File: src/rtl/lps_pkg.sv
package lps_pkg;
  typedef enum logic {ROLE_LEAD = 1'b0, ROLE_FOLLOW = 1'b1} role_e;
endpackage

File: src/rtl/pwm_period_ctr.sv
module pwm_period_ctr
  import lps_pkg::*;
#(
  parameter int CNT_W = 8
) (
  input  logic             clk,
  input  logic             rst,
  input  role_e            role,
  input  logic             sync_in,
  input  logic [CNT_W-1:0] per,
  output logic [CNT_W-1:0] cnt,
  output logic             restart
);
  logic wrap;

  assign wrap    = (cnt >= per);
  assign restart = wrap | ((role == ROLE_FOLLOW) & sync_in);

  always_ff @(posedge clk) begin
    if (rst) cnt <= '0;
    else if (restart) cnt <= '0;
    else cnt <= cnt + CNT_W'(1);
  end


  restart_zero_chk: assert property (@(posedge clk) disable iff (rst)
    restart |=> (cnt == '0));

  count_step_chk: assert property (@(posedge clk) disable iff (rst)
    !restart |=> (cnt == $past(cnt) + CNT_W'(1)));

  follow_sync_chk: assert property (@(posedge clk) disable iff (rst)
    (role == ROLE_FOLLOW && sync_in) |=> (cnt == '0));
endmodule

File: src/rtl/pwm_shadow.sv
module pwm_shadow
  import lps_pkg::*;
#(
  parameter int CNT_W  = 8,
  parameter int NUM_CH = 6
) (
  input  logic                    clk,
  input  logic                    rst,
  input  role_e                   role,
  input  logic                    restart,
  input  logic                    load_in,
  input  logic                    xfer_req,
  input  logic [CNT_W-1:0]        cfg_period,
  input  logic [NUM_CH*CNT_W-1:0] cfg_compare,
  output logic [CNT_W-1:0]        act_per,
  output logic [NUM_CH*CNT_W-1:0] act_cmp,
  output logic                    xfer_now
);
  logic pending;
  logic chance;

  assign chance   = (role == ROLE_FOLLOW) ? load_in : restart;
  assign xfer_now = pending & chance;

  always_ff @(posedge clk) begin
    if (rst) begin
      pending <= 1'b0;
      act_per <= '0;
      act_cmp <= '0;
    end else begin
      pending <= (pending & ~xfer_now) | xfer_req;
      if (xfer_now) begin
        act_per <= cfg_period;
        act_cmp <= cfg_compare;
      end
    end
  end


  hold_period_chk: assert property (@(posedge clk) disable iff (rst)
    !xfer_now |=> $stable(act_per));

  hold_compare_chk: assert property (@(posedge clk) disable iff (rst)
    !xfer_now |=> $stable(act_cmp));

  disarm_chk: assert property (@(posedge clk) disable iff (rst)
    (xfer_now && !xfer_req) |=> !pending);

  follow_copy_chk: assert property (@(posedge clk) disable iff (rst)
    (role == ROLE_FOLLOW && !load_in) |=> $stable(act_per));
endmodule

File: src/rtl/pwm_pulse_delay.sv
module pwm_pulse_delay #(
  parameter int DLY_W = 8
) (
  input  logic             clk,
  input  logic             rst,
  input  logic             restart,
  input  logic             xfer_now,
  input  logic [DLY_W-1:0] cfg_delay,
  output logic             sync_out,
  output logic             load_out
);
  logic             busy;
  logic             flag;
  logic [DLY_W-1:0] dly;

  always_ff @(posedge clk) begin
    if (rst) begin
      busy     <= 1'b0;
      flag     <= 1'b0;
      dly      <= '0;
      sync_out <= 1'b0;
      load_out <= 1'b0;
    end else if (restart) begin
      if (cfg_delay == '0) begin
        sync_out <= 1'b1;
        load_out <= xfer_now | (busy & flag);
        busy     <= 1'b0;
        flag     <= 1'b0;
      end else begin
        sync_out <= 1'b0;
        load_out <= 1'b0;
        busy     <= 1'b1;
        dly      <= cfg_delay;
        flag     <= (busy & flag) | xfer_now;
      end
    end else if (busy) begin
      if (dly == DLY_W'(1)) begin
        sync_out <= 1'b1;
        load_out <= flag;
        busy     <= 1'b0;
        flag     <= 1'b0;
      end else begin
        sync_out <= 1'b0;
        load_out <= 1'b0;
        dly      <= dly - DLY_W'(1);
      end
    end else begin
      sync_out <= 1'b0;
      load_out <= 1'b0;
    end
  end


  zero_delay_pulse_chk: assert property (@(posedge clk) disable iff (rst)
    (restart && cfg_delay == '0) |=> sync_out);

  load_pair_chk: assert property (@(posedge clk) disable iff (rst)
    load_out |-> sync_out);

  delay_quiet_chk: assert property (@(posedge clk) disable iff (rst)
    (restart && cfg_delay != '0) |=> !sync_out);

  delay_count_chk: assert property (@(posedge clk) disable iff (rst)
    (busy && !restart && dly != DLY_W'(1)) |=> !sync_out);
endmodule

File: src/rtl/pwm_chan.sv
module pwm_chan #(
  parameter int CNT_W = 8
) (
  input  logic             clk,
  input  logic             rst,
  input  logic [CNT_W-1:0] cnt,
  input  logic [CNT_W-1:0] per,
  input  logic [CNT_W-1:0] cmp,
  input  logic             trap,
  input  logic             safe_lvl,
  output logic             out
);
  logic level;

  always_comb begin
    if (cmp == '0)       level = 1'b0;
    else if (cmp >= per) level = 1'b1;
    else                 level = (cnt < cmp);
  end

  always_ff @(posedge clk) begin
    if (rst)       out <= 1'b0;
    else if (trap) out <= safe_lvl;
    else           out <= level;
  end


  trap_level_chk: assert property (@(posedge clk) disable iff (rst)
    trap |=> (out == $past(safe_lvl)));

  zero_duty_chk: assert property (@(posedge clk) disable iff (rst)
    (!trap && cmp == '0) |=> !out);
endmodule

File: src/rtl/lockstep_pwm.sv
module lockstep_pwm
  import lps_pkg::*;
#(
  parameter int CNT_W  = 8,
  parameter int NUM_CH = 6,
  parameter int DLY_W  = 8
) (
  input  logic                    clk,
  input  logic                    rst,
  input  logic                    mode_slave,
  input  logic [CNT_W-1:0]        cfg_period,
  input  logic [NUM_CH*CNT_W-1:0] cfg_compare,
  input  logic [NUM_CH-1:0]       cfg_safe_level,
  input  logic [DLY_W-1:0]        cfg_delay,
  input  logic                    xfer_req,
  input  logic                    sync_in,
  input  logic                    load_in,
  input  logic                    trap_in,
  output logic                    sync_out,
  output logic                    load_out,
  output logic [NUM_CH-1:0]       pwm_out,
  output logic [CNT_W-1:0]        count_out
);
  role_e                   role;
  logic                    restart;
  logic                    xfer_now;
  logic [CNT_W-1:0]        act_per;
  logic [NUM_CH*CNT_W-1:0] act_cmp;

  assign role = role_e'(mode_slave);

  pwm_period_ctr #(.CNT_W(CNT_W)) u_ctr (
    .clk(clk), .rst(rst), .role(role), .sync_in(sync_in),
    .per(act_per), .cnt(count_out), .restart(restart)
  );

  pwm_shadow #(.CNT_W(CNT_W), .NUM_CH(NUM_CH)) u_shadow (
    .clk(clk), .rst(rst), .role(role), .restart(restart),
    .load_in(load_in), .xfer_req(xfer_req),
    .cfg_period(cfg_period), .cfg_compare(cfg_compare),
    .act_per(act_per), .act_cmp(act_cmp), .xfer_now(xfer_now)
  );

  pwm_pulse_delay #(.DLY_W(DLY_W)) u_dly (
    .clk(clk), .rst(rst), .restart(restart), .xfer_now(xfer_now),
    .cfg_delay(cfg_delay), .sync_out(sync_out), .load_out(load_out)
  );

  for (genvar i = 0; i < NUM_CH; i++) begin : g_ch
    pwm_chan #(.CNT_W(CNT_W)) u_ch (
      .clk(clk), .rst(rst), .cnt(count_out), .per(act_per),
      .cmp(act_cmp[i*CNT_W +: CNT_W]), .trap(trap_in),
      .safe_lvl(cfg_safe_level[i]), .out(pwm_out[i])
    );
  end


  load_needs_sync_chk: assert property (@(posedge clk) disable iff (rst)
    load_out |-> sync_out);
endmodule

File: config.mk
export PLATFORM = sky130hd
export DESIGN_NAME = lockstep_pwm
export DESIGN_NICKNAME = d
export VERILOG_FILES = /design/src/rtl/lps_pkg.sv /design/src/rtl/pwm_period_ctr.sv /design/src/rtl/pwm_shadow.sv /design/src/rtl/pwm_pulse_delay.sv /design/src/rtl/pwm_chan.sv /design/src/rtl/lockstep_pwm.sv
export SDC_FILE = /design/constraint.sdc
export NUM_CORES = 1
export LEC_CHECK = 0
export ABC_AREA = 0
export BUFFER_PORTS_ARGS = -buffer_cell sky130_fd_sc_hd__buf_2
export CAP_MARGIN = 20
export CORE_ASPECT_RATIO = 0.5
export CORE_MARGIN = 5
export CORE_UTILIZATION = 45
export DETAILED_ROUTE_END_ITERATION = 10
export GPL_TIMING_DRIVEN = 0
export PLACE_DENSITY_LB_ADDON = 0.05
export SYNTH_ARGS = -nofsm -noshare
export SYNTH_HDL_FRONTEND = slang
export SYNTH_SLANG_ARGS = --single-unit
File: constraint.sdc
create_clock -name clk -period 4.1 [get_ports clk]
set_input_delay 0.82 -clock clk [delete_from_list [all_inputs] [get_ports clk]]
set_output_delay 0.82 -clock clk [all_outputs]
set_load 0.05 [all_outputs]
==> results summary <==
The flow ran to the end, and the final reports show no timing, DRC or antenna violations. The proportion of layout cells with a drive suffix above 1 came out at 26.5%. For this run, the post-layout net count is a little under 1000. The total of cells resized after clock tree synthesis came out at 0. The worst ir drop on vdd is 204 uV. The path depth of the worst reg2reg path is 11. The post-synth design cell area is between 0.005 and 0.006 mm2. After global routing the overflow that remains totals 0. For this configuration, the core starts out at a cell density of 46.0%.

The maximum operating frequency came out at 0.339 GHz. The maximum buffer depth of the clock tree is 2. The count of antenna diodes in the layout came out at 0. The total core area is 0.0127 mm2. The mean routed wirelength per cell came out at between 15 and 20 um. The synthesis warning total came out at 0. The estimated wirelength of the detail-placed design is about 12000 um. The final number of hold-violating endpoints was 0. The arrival time of data at the critical path endpoint came out at approximately 3.2 ns. By area the synthesized netlist is led by dfxtp_1, ha_1, a21oi_2, nand2_1, a21oi_1. The sequential standard cell area came out at 0.00166 mm2. The ratio of total power to cell area came out at 352 mW/mm2. Once detail routing completed, the nets flagged for antenna violations numbered 0. The finished layout holds 969 standard cells, fillers aside. The count of routing violations after the opening detailed-route iteration is between 200 and 250. The async set or reset register ratio after synthesis came out at 0%. Dividing the detail-routed via count by the number of cells gives between 5 and 6. Along the worst path, the maximum fanout reaches 10. CTS placed an instance of clkbuf_16 at the clock tree root. The total global routing track utilization is between 20% and 30%. Between clock sinks in the finished design, the worst skew comes to slightly below 0.009 ns. From synthesis to final layout, the design area changed by 17.2%. The critical path is of the register to register type. The number of pins exceeding their max-slew limit in the final report was 0. The global placement routability congestion is approximately 0.83. The average instance area after synthesis came out at roughly 8.4 um2. The die is 90.5 um tall. The number of ports placed on the die boundary is 93. The final layout contains routed wiring with a total length of roughly 16000 um. The count of input and output buffers came out at just over 90. The analysis attributes to cell leakage a power of ~2.9 nW. Setup repair after global routing left no endpoint under its margin.

The min-delay analysis places its worst path in the category register to register. The clock net in this run drives a total of 83 sinks. Setup slack on the worst reg-to-reg path comes out at 1.15 ns. Max-cap violations in this run came to 0. The sequential share of the synthesized area came out at 28.5%. Leaving out fill and tap cells, the most frequent cell in the layout is ha_1.

The final route contains just over 5000 vias. The worst setup path is captured at a register. In the layout the commonest cells are ha_1, buf_2, nand2_1, dfxtp_1, inv_1. The total of hold buffers inserted after clock tree synthesis is 0. The cell count of the worst hold path came out at 2.

The path with the worst hold slack has its endpoint at u_shadow.act_per[7]$_SDFFE_PP0P_. Summed over all instances, the cell type with the most area after synthesis is dfxtp_1. The startpoint of the worst hold path is u_shadow.act_per[7]$_SDFFE_PP0P_. The multi-input combinational cell area is 0.00370 mm2. TritonCTS built the clock tree.

In this run, synthesis produced a sequential element count of 83. The CTS buffer count is 9. After technology mapping, the gate count stands at between 600 and 700. The number of antenna violations at the first check in global routing came out at 1. Yosys mapped a number of flops with a built-in enable equal to 0.

The CTS clock-pin slew for the worst setup and hold paths is about 0.07 ns. The detailed-router iteration count before antenna repair is 4. In the routed design, unresolved DRC markers number 0. The wire length of the first global-routing pass came out at about 26000 um. Power comes to around 0.0024 W. Entering global routing, the biggest net connects 15 pins. In this run, distinct cell masters in the synthesized netlist total 49. The final critical path takes up between 70% and 80% of the cycle. At the end of the flow the core is filled with cells to 53.9%.

In the synthesized netlist the dominant register cell turns out to be dfxtp_1. The top cell type's share of synthesized area is about 29%. STA classifies the critical path startpoint as a register. The die footprint came out at between 0.015 and 0.02 mm2. The terminus of the critical flop-to-flop path is u_shadow.act_per[0]$_SDFFE_PP0P_. The clock latency on the worst-skew pair came out at 0.34 ns. The sum of negative setup slack came out at 0 ns.

The post-synth net total is 869. The number of placed instances, taps included is approximately 950. The total of endpoints with negative setup slack in the final report is 0. The transition at the pin with the smallest max-transition slack came out at approximately 0.8 ns.

The worst path needs 2.95 ns of the cycle, external delays included. The number of core rows is 29. The via count of the first global-routing pass came out at 5124. The required time at the endpoint of the critical path came out at 4.37 ns. The x dimension of the die came out at between 150 and 200 um. The number of H-tree levels came out at 3. In this run the critical register-to-register path is launched from u_ctr.cnt[0]$_SDFF_PP0_. Measured against its own limit, the worst slew margin works out to between 40% and 50%. The layout filler cell count is ~1200.

The number of setup buffers added after CTS came out at 0.
Yosys cell counts, types with 4 or more instances:
master       n
a211oi_1    21
a21o_1      13
a21oi_1     56
a21oi_2     40
buf_12       4
buf_2        6
buf_4        7
clkbuf_1    14
dfxtp_1     83
ha_1       101
inv_1       63
nand2_1     85
nand2_2     40
nand2b_1    13
nand3_1     10
nand4_1      5
nor2_1      25
nor2b_1      6
nor3_1       7
nor4_1      15
o2111ai_1    7
o21a_1       4
o21ai_0     20
or3_1        4
xor2_1       6
worst max-delay path by stage:
stage	start	to	slack (ns)	cells after the start
6_report	u_ctr.cnt[0]$_SDFF_PP0_	u_shadow.act_per[0]$_SDFFE_PP0P_	1.15	11
2_1_floorplan	u_ctr.cnt[0]$_SDFF_PP0_	u_shadow.act_cmp[29]$_SDFFE_PP0P_	1.52	12
4_1_cts	u_ctr.cnt[0]$_SDFF_PP0_	u_shadow.act_per[0]$_SDFFE_PP0P_	1.09	11
3_3_place_gp	u_ctr.cnt[0]$_SDFF_PP0_	u_shadow.act_per[0]$_SDFFE_PP0P_	1.13	11
3_5_place_dp	u_ctr.cnt[0]$_SDFF_PP0_	u_shadow.act_per[0]$_SDFFE_PP0P_	1.10	11
5_1_grt	u_ctr.cnt[0]$_SDFF_PP0_	u_shadow.act_per[0]$_SDFFE_PP0P_	0.91	11
area by class of cell:
cell class / count / area share [%]
Sequential cell: 83 / 24.3
Inverter: 63 / 3.46
Buffer: 32 / 3.32
Clock inverter: 6 / 1.28
Tap cell: 170 / 3.12
Multi-Input combinational cell: 513 / 54.2
Clock buffer: 10 / 3.50
Timing Repair Buffer: 92 / 6.75
worst max-delay path: stages (launching register included):
cell      delay, ns
dfxtp_1        0.39
clkbuf_1       0.46
inv_1          0.09
ha_1           0.29
nand2b_1       0.09
a31oi_1        0.08
o311ai_1       0.38
o211a_1        0.33
buf_2          0.28
buf_2          0.26
nand2_1        0.12
a21oi_2        0.12
routing by layer:
layer | part of all wire [%] | wire (um) | global-route usage, %
met1 | 52 | 8330 | 31.2
met2 | 42 | 6720 | 32.1
met3 | 5.5 | 882 | 4.24
met4 | 1.1 | 178 | 4.81
met5 | 0.043 | 7 | 0
cell families after synthesis:
group	after synthesis	synth area share [%]
compound gates	183	21.8
mux	1	0.172
fa+ha+maj	101	21.7
xor+xnor	7	1.05
flops	83	28.5
simple gates	221	18.8
buf+inv	95	7.95
through the flow:
step	worst slack, ns	instance area (um2)	hold WS [ns]
5_1_grt	0.911	6830	0.470
6_report	1.15	6830	0.457
2_1_floorplan	1.52	5830	0.442
3_3_place_gp	1.13	6500	0.449
4_1_cts	1.09	6830	0.463
3_5_place_dp	1.10	6500	0.454
registers in the layout, summed over array words and instances, names as in the netlist:
| signal | cells |
|---|---|
| u_shadow.act_cmp | 48 |
| u_ctr.cnt | 8 |
| u_dly.dly | 8 |
| u_shadow.act_per | 8 |
| g_ch.u_ch.out | 6 |
| u_dly.busy | 1 |
| u_dly.flag | 1 |
| u_dly.load_out | 1 |
| u_dly.sync_out | 1 |
| u_shadow.pending | 1 |
power breakdown:
group / leakage, nW / internal, W / switching (W)
Sequential: 0.678 / 0.000863 / 0.0000642
Combinational: 2.04 / 0.000249 / 0.000333
Clock: 0.163 / 0.000552 / 0.000344
Total: 2.88 / 0.00166 / 0.000741
(Power assumes the default switching activity.)
